--- src/rtl/byte_alu_pkg.sv ---
package byte_alu_pkg;
  localparam int DATA_W = 8;
  localparam int ADDR_W = 7;
  localparam int BIT_W  = 3;
  localparam int OP_W   = 3;

  localparam logic [OP_W-1:0] OP_CLRF = 3'd0;
  localparam logic [OP_W-1:0] OP_CLRW = 3'd1;
  localparam logic [OP_W-1:0] OP_COMF = 3'd2;
  localparam logic [OP_W-1:0] OP_DECF = 3'd3;
  localparam logic [OP_W-1:0] OP_BTST = 3'd4;

  function automatic logic [DATA_W-1:0] alu_inv(input logic [DATA_W-1:0] a);
    return ~a;
  endfunction

  function automatic logic [DATA_W-1:0] alu_dec(input logic [DATA_W-1:0] a);
    return a - {{(DATA_W-1){1'b0}}, 1'b1};
  endfunction

  function automatic logic alu_is_zero(input logic [DATA_W-1:0] a);
    return (a == '0);
  endfunction
endpackage

--- src/rtl/byte_alu_regfile.sv ---
module byte_alu_regfile
  import byte_alu_pkg::*;
#(
  parameter int DW = DATA_W,
  parameter int AW = ADDR_W
) (
  input  logic          clk,
  input  logic          rst_n,
  input  logic          we,
  input  logic [AW-1:0] waddr,
  input  logic [DW-1:0] wdata,
  input  logic [AW-1:0] raddr,
  output logic [DW-1:0] rdata
);
  localparam int DEPTH = 1 << AW;

  logic [DW-1:0] mem [DEPTH];

  always_ff @(posedge clk or negedge rst_n) begin
    if (!rst_n) begin
      for (int i = 0; i < DEPTH; i++) mem[i] <= '0;
    end else if (we) begin
      mem[waddr] <= wdata;
    end
  end

  assign rdata = mem[raddr];

  // a write to the address being read appears after exactly one edge
  p_write_lands_r10: assert property (@(posedge clk) disable iff (!rst_n)
    (we && waddr == raddr) |=> (raddr != $past(raddr)) || (rdata == $past(wdata)));
endmodule

--- src/rtl/byte_alu_exec.sv ---
module byte_alu_exec
  import byte_alu_pkg::*;
#(
  parameter int DW = DATA_W,
  parameter int OW = OP_W
) (
  input  logic          op_valid,
  input  logic [OW-1:0] op_code,
  input  logic          dest_f,
  input  logic [DW-1:0] f_val,
  output logic [DW-1:0] result,
  output logic          w_we,
  output logic          f_we,
  output logic          z_we,
  output logic          z_next
);
  always_comb begin
    result = '0;
    w_we   = 1'b0;
    f_we   = 1'b0;
    z_we   = 1'b0;
    z_next = 1'b0;
    if (op_valid) begin
      case (op_code)
        OP_CLRF: begin
          f_we   = 1'b1;
          z_we   = 1'b1;
          z_next = 1'b1;
        end
        OP_CLRW: begin
          w_we   = 1'b1;
          z_we   = 1'b1;
          z_next = 1'b1;
        end
        OP_COMF: begin
          result = alu_inv(f_val);
          w_we   = !dest_f;
          f_we   = dest_f;
          z_we   = 1'b1;
          z_next = alu_is_zero(result);
        end
        OP_DECF: begin
          result = alu_dec(f_val);
          w_we   = !dest_f;
          f_we   = dest_f;
          z_we   = 1'b1;
          z_next = alu_is_zero(result);
        end
        default: ;
      endcase
    end
  end

  // one destination at most per operation
  p_one_dest_r6: assert final (!(w_we && f_we));
endmodule

--- src/rtl/byte_alu_core.sv ---
module byte_alu_core
  import byte_alu_pkg::*;
#(
  parameter int DW = DATA_W,
  parameter int AW = ADDR_W,
  parameter int BW = BIT_W
) (
  input  logic          clk,
  input  logic          rst_n,
  input  logic          op_valid,
  input  logic [2:0]    op_code,
  input  logic [AW-1:0] f_addr,
  input  logic [BW-1:0] bit_sel,
  input  logic          dest_f,
  output logic [DW-1:0] w_q,
  output logic          z_q,
  output logic [DW-1:0] f_rdata,
  output logic          bit_q
);
  logic [DW-1:0] exec_result;
  logic          ev_w_write;
  logic          ev_f_write;
  logic          ev_z_write;
  logic          ev_z_value;
  logic [DW-1:0] w_r;
  logic          z_r;

  byte_alu_regfile #(.DW(DW), .AW(AW)) u_rf (
    .clk   (clk),
    .rst_n (rst_n),
    .we    (ev_f_write),
    .waddr (f_addr),
    .wdata (exec_result),
    .raddr (f_addr),
    .rdata (f_rdata)
  );

  byte_alu_exec #(.DW(DW), .OW(3)) u_exec (
    .op_valid (op_valid),
    .op_code  (op_code),
    .dest_f   (dest_f),
    .f_val    (f_rdata),
    .result   (exec_result),
    .w_we     (ev_w_write),
    .f_we     (ev_f_write),
    .z_we     (ev_z_write),
    .z_next   (ev_z_value)
  );

  always_ff @(posedge clk or negedge rst_n) begin
    if (!rst_n) begin
      w_r <= '0;
      z_r <= 1'b0;
    end else begin
      if (ev_w_write) w_r <= exec_result;
      if (ev_z_write) z_r <= ev_z_value;
    end
  end

  assign w_q   = w_r;
  assign z_q   = z_r;
  assign bit_q = f_rdata[bit_sel];

  p_clrf_r2: assert property (@(posedge clk) disable iff (!rst_n)
    (op_valid && op_code == OP_CLRF) |=> z_q && $stable(w_q));
  p_clrw_r3: assert property (@(posedge clk) disable iff (!rst_n)
    (op_valid && op_code == OP_CLRW) |=> (w_q == '0) && z_q);
  p_comf_w_r4: assert property (@(posedge clk) disable iff (!rst_n)
    (op_valid && op_code == OP_COMF && !dest_f) |=> w_q == ~$past(f_rdata));
  p_decf_w_r5: assert property (@(posedge clk) disable iff (!rst_n)
    (op_valid && op_code == OP_DECF && !dest_f) |=> w_q == $past(f_rdata) - 8'd1);
  p_dest_file_r6: assert property (@(posedge clk) disable iff (!rst_n)
    (op_valid && dest_f && (op_code == OP_COMF || op_code == OP_DECF)) |=> $stable(w_q));
  p_btst_quiet_r8: assert property (@(posedge clk) disable iff (!rst_n)
    (op_valid && op_code == OP_BTST) |=> $stable(w_q) && $stable(z_q));
  p_idle_hold_r9: assert property (@(posedge clk) disable iff (!rst_n)
    (!op_valid || op_code > OP_BTST) |=> $stable(w_q) && $stable(z_q));
endmodule

--- config.mk ---
export PLATFORM = sky130hd
export DESIGN_NAME = byte_alu_core
export DESIGN_NICKNAME = d
export VERILOG_FILES = /design/src/rtl/byte_alu_pkg.sv /design/src/rtl/byte_alu_regfile.sv /design/src/rtl/byte_alu_exec.sv /design/src/rtl/byte_alu_core.sv
export SDC_FILE = /design/constraint.sdc
export NUM_CORES = 2
export LEC_CHECK = 0
export BUFFER_PORTS_ARGS = -buffer_cell sky130_fd_sc_hd__buf_2
export CORE_AREA = 2 2 284 286
export CTS_BUF_LIST = sky130_fd_sc_hd__clkbuf_8 sky130_fd_sc_hd__clkbuf_16
export CTS_CLUSTER_SIZE = 10
export DETAILED_ROUTE_END_ITERATION = 10
export DIE_AREA = 0 0 286 288
export GPL_ROUTABILITY_DRIVEN = 0
export HOLD_SLACK_MARGIN = 0.03
export MAX_ROUTING_LAYER = met4
export PLACE_DENSITY = 0.76
export SLEW_MARGIN = 5
export SYNTH_ARGS = -nofsm -noshare
export SYNTH_HDL_FRONTEND = slang
export SYNTH_HIERARCHICAL = 1
export SYNTH_SLANG_ARGS = --single-unit
--- constraint.sdc ---
create_clock -name clk -period 7.66 [get_ports clk]
set_clock_uncertainty 0.1 [all_clocks]
set_input_delay 1.915 -clock clk [delete_from_list [all_inputs] [get_ports clk]]
set_output_delay 1.915 -clock clk [all_outputs]
set_load 0.02 [all_outputs]
==> flow_metrics.tcl <==
set metrics [dict create \
    wire_per_inst_um 29.4 \
    grt_pass1_wl_mm 180 \
    max_stage_delay_ns 0.56 \
    synthArstFlopShare_pct 100 \
    coreArea_um2 79600 \
    cp-end-kind "primary output" \
    final_cell_mix "mux2_2, dfrtp_1, mux4_2" \
    htree_num_levels 3 \
    critPathKind "primary input to primary output" \
    die_w_um 286 \
    rsz0062_at_grt "false" \
    grt_start_max_net_pins 186 \
    die_h_um 288 \
    syn_to_final_growth_pct 10.3 \
    setup_viol 0 \
    post-dp-hpwl_mm 74.9 \
    drive_above_1_share_pct 57.0 \
    syn_avg_cell_area_um2 16.5 \
    hold_depth 1 \
    crit_family "multiplexers" \
    ant_nets 0 \
    period_needed_ns 7.59 \
    clk_pin_slew_ns 0.05 \
    clock_latency_ns 0.68 \
    dp_cells 3818 \
    fin_setup_tns_ns 0 \
    initial_core_util_pct 59.3 \
    cts.sinks 1033 \
    yosysTopAreaCell "dfrtp_1" \
    slew_headroom_pct 19.5 \
    path_cells "buf_8 -> buf_12 -> buf_12 -> mux4_2 -> mux4_2 -> mux4_2 -> mux2_2 -> mux4_1 -> mux2_2 -> buf_2" \
    power_density_nw_per_um2 208 \
    drc 0 \
    ys_types 38 \
    crit_top_cell "mux4_2" \
    vias_per_cell 6.67 \
    cts_tree "done" \
    vias 26400 \
    status "finished, final reports clean" \
    port_buffers 34 \
    layout_commonest_cell "mux2_2" \
    numCtsBuffers 115 \
    r2r_cells 12 \
    critPathSlowestCell "mux4_2" \
    crit_buf_inv 4 \
    worstMarginPinSlew_ns 1.20 \
    cts-root-buf "clkbuf_16" \
    wl_mm 116 \
    rows 104 \
    cp_max_fo 14 \
    cp.depth 10 \
    syn-cell-area_um2 47200 \
    holdCritPathClass "flip-flop to flip-flop" \
    ys_ff_latch 1033 \
    synth_nets 2880 \
    synth-edff-count 0 \
    holdWs_ns 0.399 \
    multi_input_area_um2 20600 \
    ys_seq_area_share_pct 54.7 \
    n_antenna_cell 0 \
    hold_buffers 0 \
    antenna_found_initial 3 \
    cap_violations 0 \
    post_cts_resize_count 0 \
    firstDrtPassIters 5 \
    start_kind "primary input" \
    cp.required_ns 5.64 \
    instances_no_fill 3953 \
    arrival_ns 5.58 \
    synthCells 2860 \
    ff2ff_setup_slack_ns 2.96 \
    final-seq-area_um2 25800 \
    cts_setup_buffers 0 \
    ioPinCount 35 \
    max_freq_mhz 132 \
    detail_route.iter0.violations 2235 \
    dieArea_um2 82400 \
    nNetsFinal 2895 \
    final-hold-violation-count 0 \
    yosys-top-cells-area "dfrtp_1, mux2_2, mux4_2" \
    grt_pass1_vias 28200 \
    n_fill_cell 5366 \
    ys_warn_count 6 \
    grt-ovfl-total 0 \
    leakage_nw 25.0 \
    ys.flop_type "dfrtp_1" \
    clockBufferDepth 3 \
    max-vdd-ir-drop_uv 183 \
    final_max_slew_viol_count 0 \
    grt_usage_pct 30.0 \
    fin_crit_sh_pct 99.1 \
    yosysTopAreaCellShare_pct 54.7 \
]
## routing by layer
metal	global-route usage [%]	part of all wire [%]	up-vias
met1	42.4	42	14500
met5	-	0	-
met4	9.24	2.8	0
li1	-	-	10700
met2	45.2	48	909
met3	5.16	7.0	212
## Yosys cell counts (all sizes together), types with 4 or more instances
master,instances
clkbuf,173
mux4,338
nor4,6
inv,4
mux2,1042
buf,45
xnor2,4
or2,5
dfrtp,1033
nor3,13
nand2,91
nand2b,12
nand3,5
nor2,58
nor2b,4
## where the power goes
part / internal (W) / switching (W)
sequential: 0.00551 / 0.0000237
combinational: 0.000188 / 0.000364
clock: 0.00272 / 0.00204
## worst paths after layout
kind                                from             to
max                            f_addr[0]          bit_q
min                        u_rf/mem[728]  u_rf/mem[728]
max reg2reg                u_rf/mem[281]  u_rf/mem[110]
min reg2reg                u_rf/mem[728]  u_rf/mem[728]
max in group asynchronous          rst_n  u_rf/mem[276]
min in group asynchronous          rst_n  u_rf/mem[986]
## stage by stage
| step | instance area [µm²] | total power, W | utilization (%) | setup slack [ns] |
|---|---|---|---|---|
| after global routing | 52100 | 0.0112 | 65.5 | 0.0409 |
| after global placement | 49000 | 0.00617 | 61.6 | 0.0841 |
| final | 52100 | 0.0108 | 65.5 | 0.0660 |
| after CTS | 52100 | 0.0109 | 65.5 | 0.0978 |
| after detailed placement | 49000 | 0.00618 | 61.6 | 0.109 |
| after floorplan | 47200 | 0.00591 | - | 0.395 |
## final cells by class
| type | count | area share, % |
|---|---|---|
| Clock buffer | 118 | 5.64 |
| Clock inverter | 17 | 0.259 |
| Inverter | 4 | 0.0288 |
| Multi-Input combinational cell | 1605 | 39.5 |
| Sequential cell | 1033 | 49.6 |
| Tap cell | 1060 | 2.54 |
| Timing Repair Buffer | 116 | 2.46 |
## flip-flops by register name, indices dropped and copies added (netlist names)
| signal | cells |
|---|---|
| u_rf/mem | 1024 |
| z_q | 1 |
| w_q | 8 |
## cell families after synthesis
group	share of synthesized area, %
muxes	41.0
adders and majority gates	0.0795
xor gates and xnor gates	0.0741
AOI/OAI and AO/OA	0.156
buffers and inverters	1.95
and+or+nand+nor	2.00
DFF	54.7
Note: power is estimated with default switching activity, not from simulation.
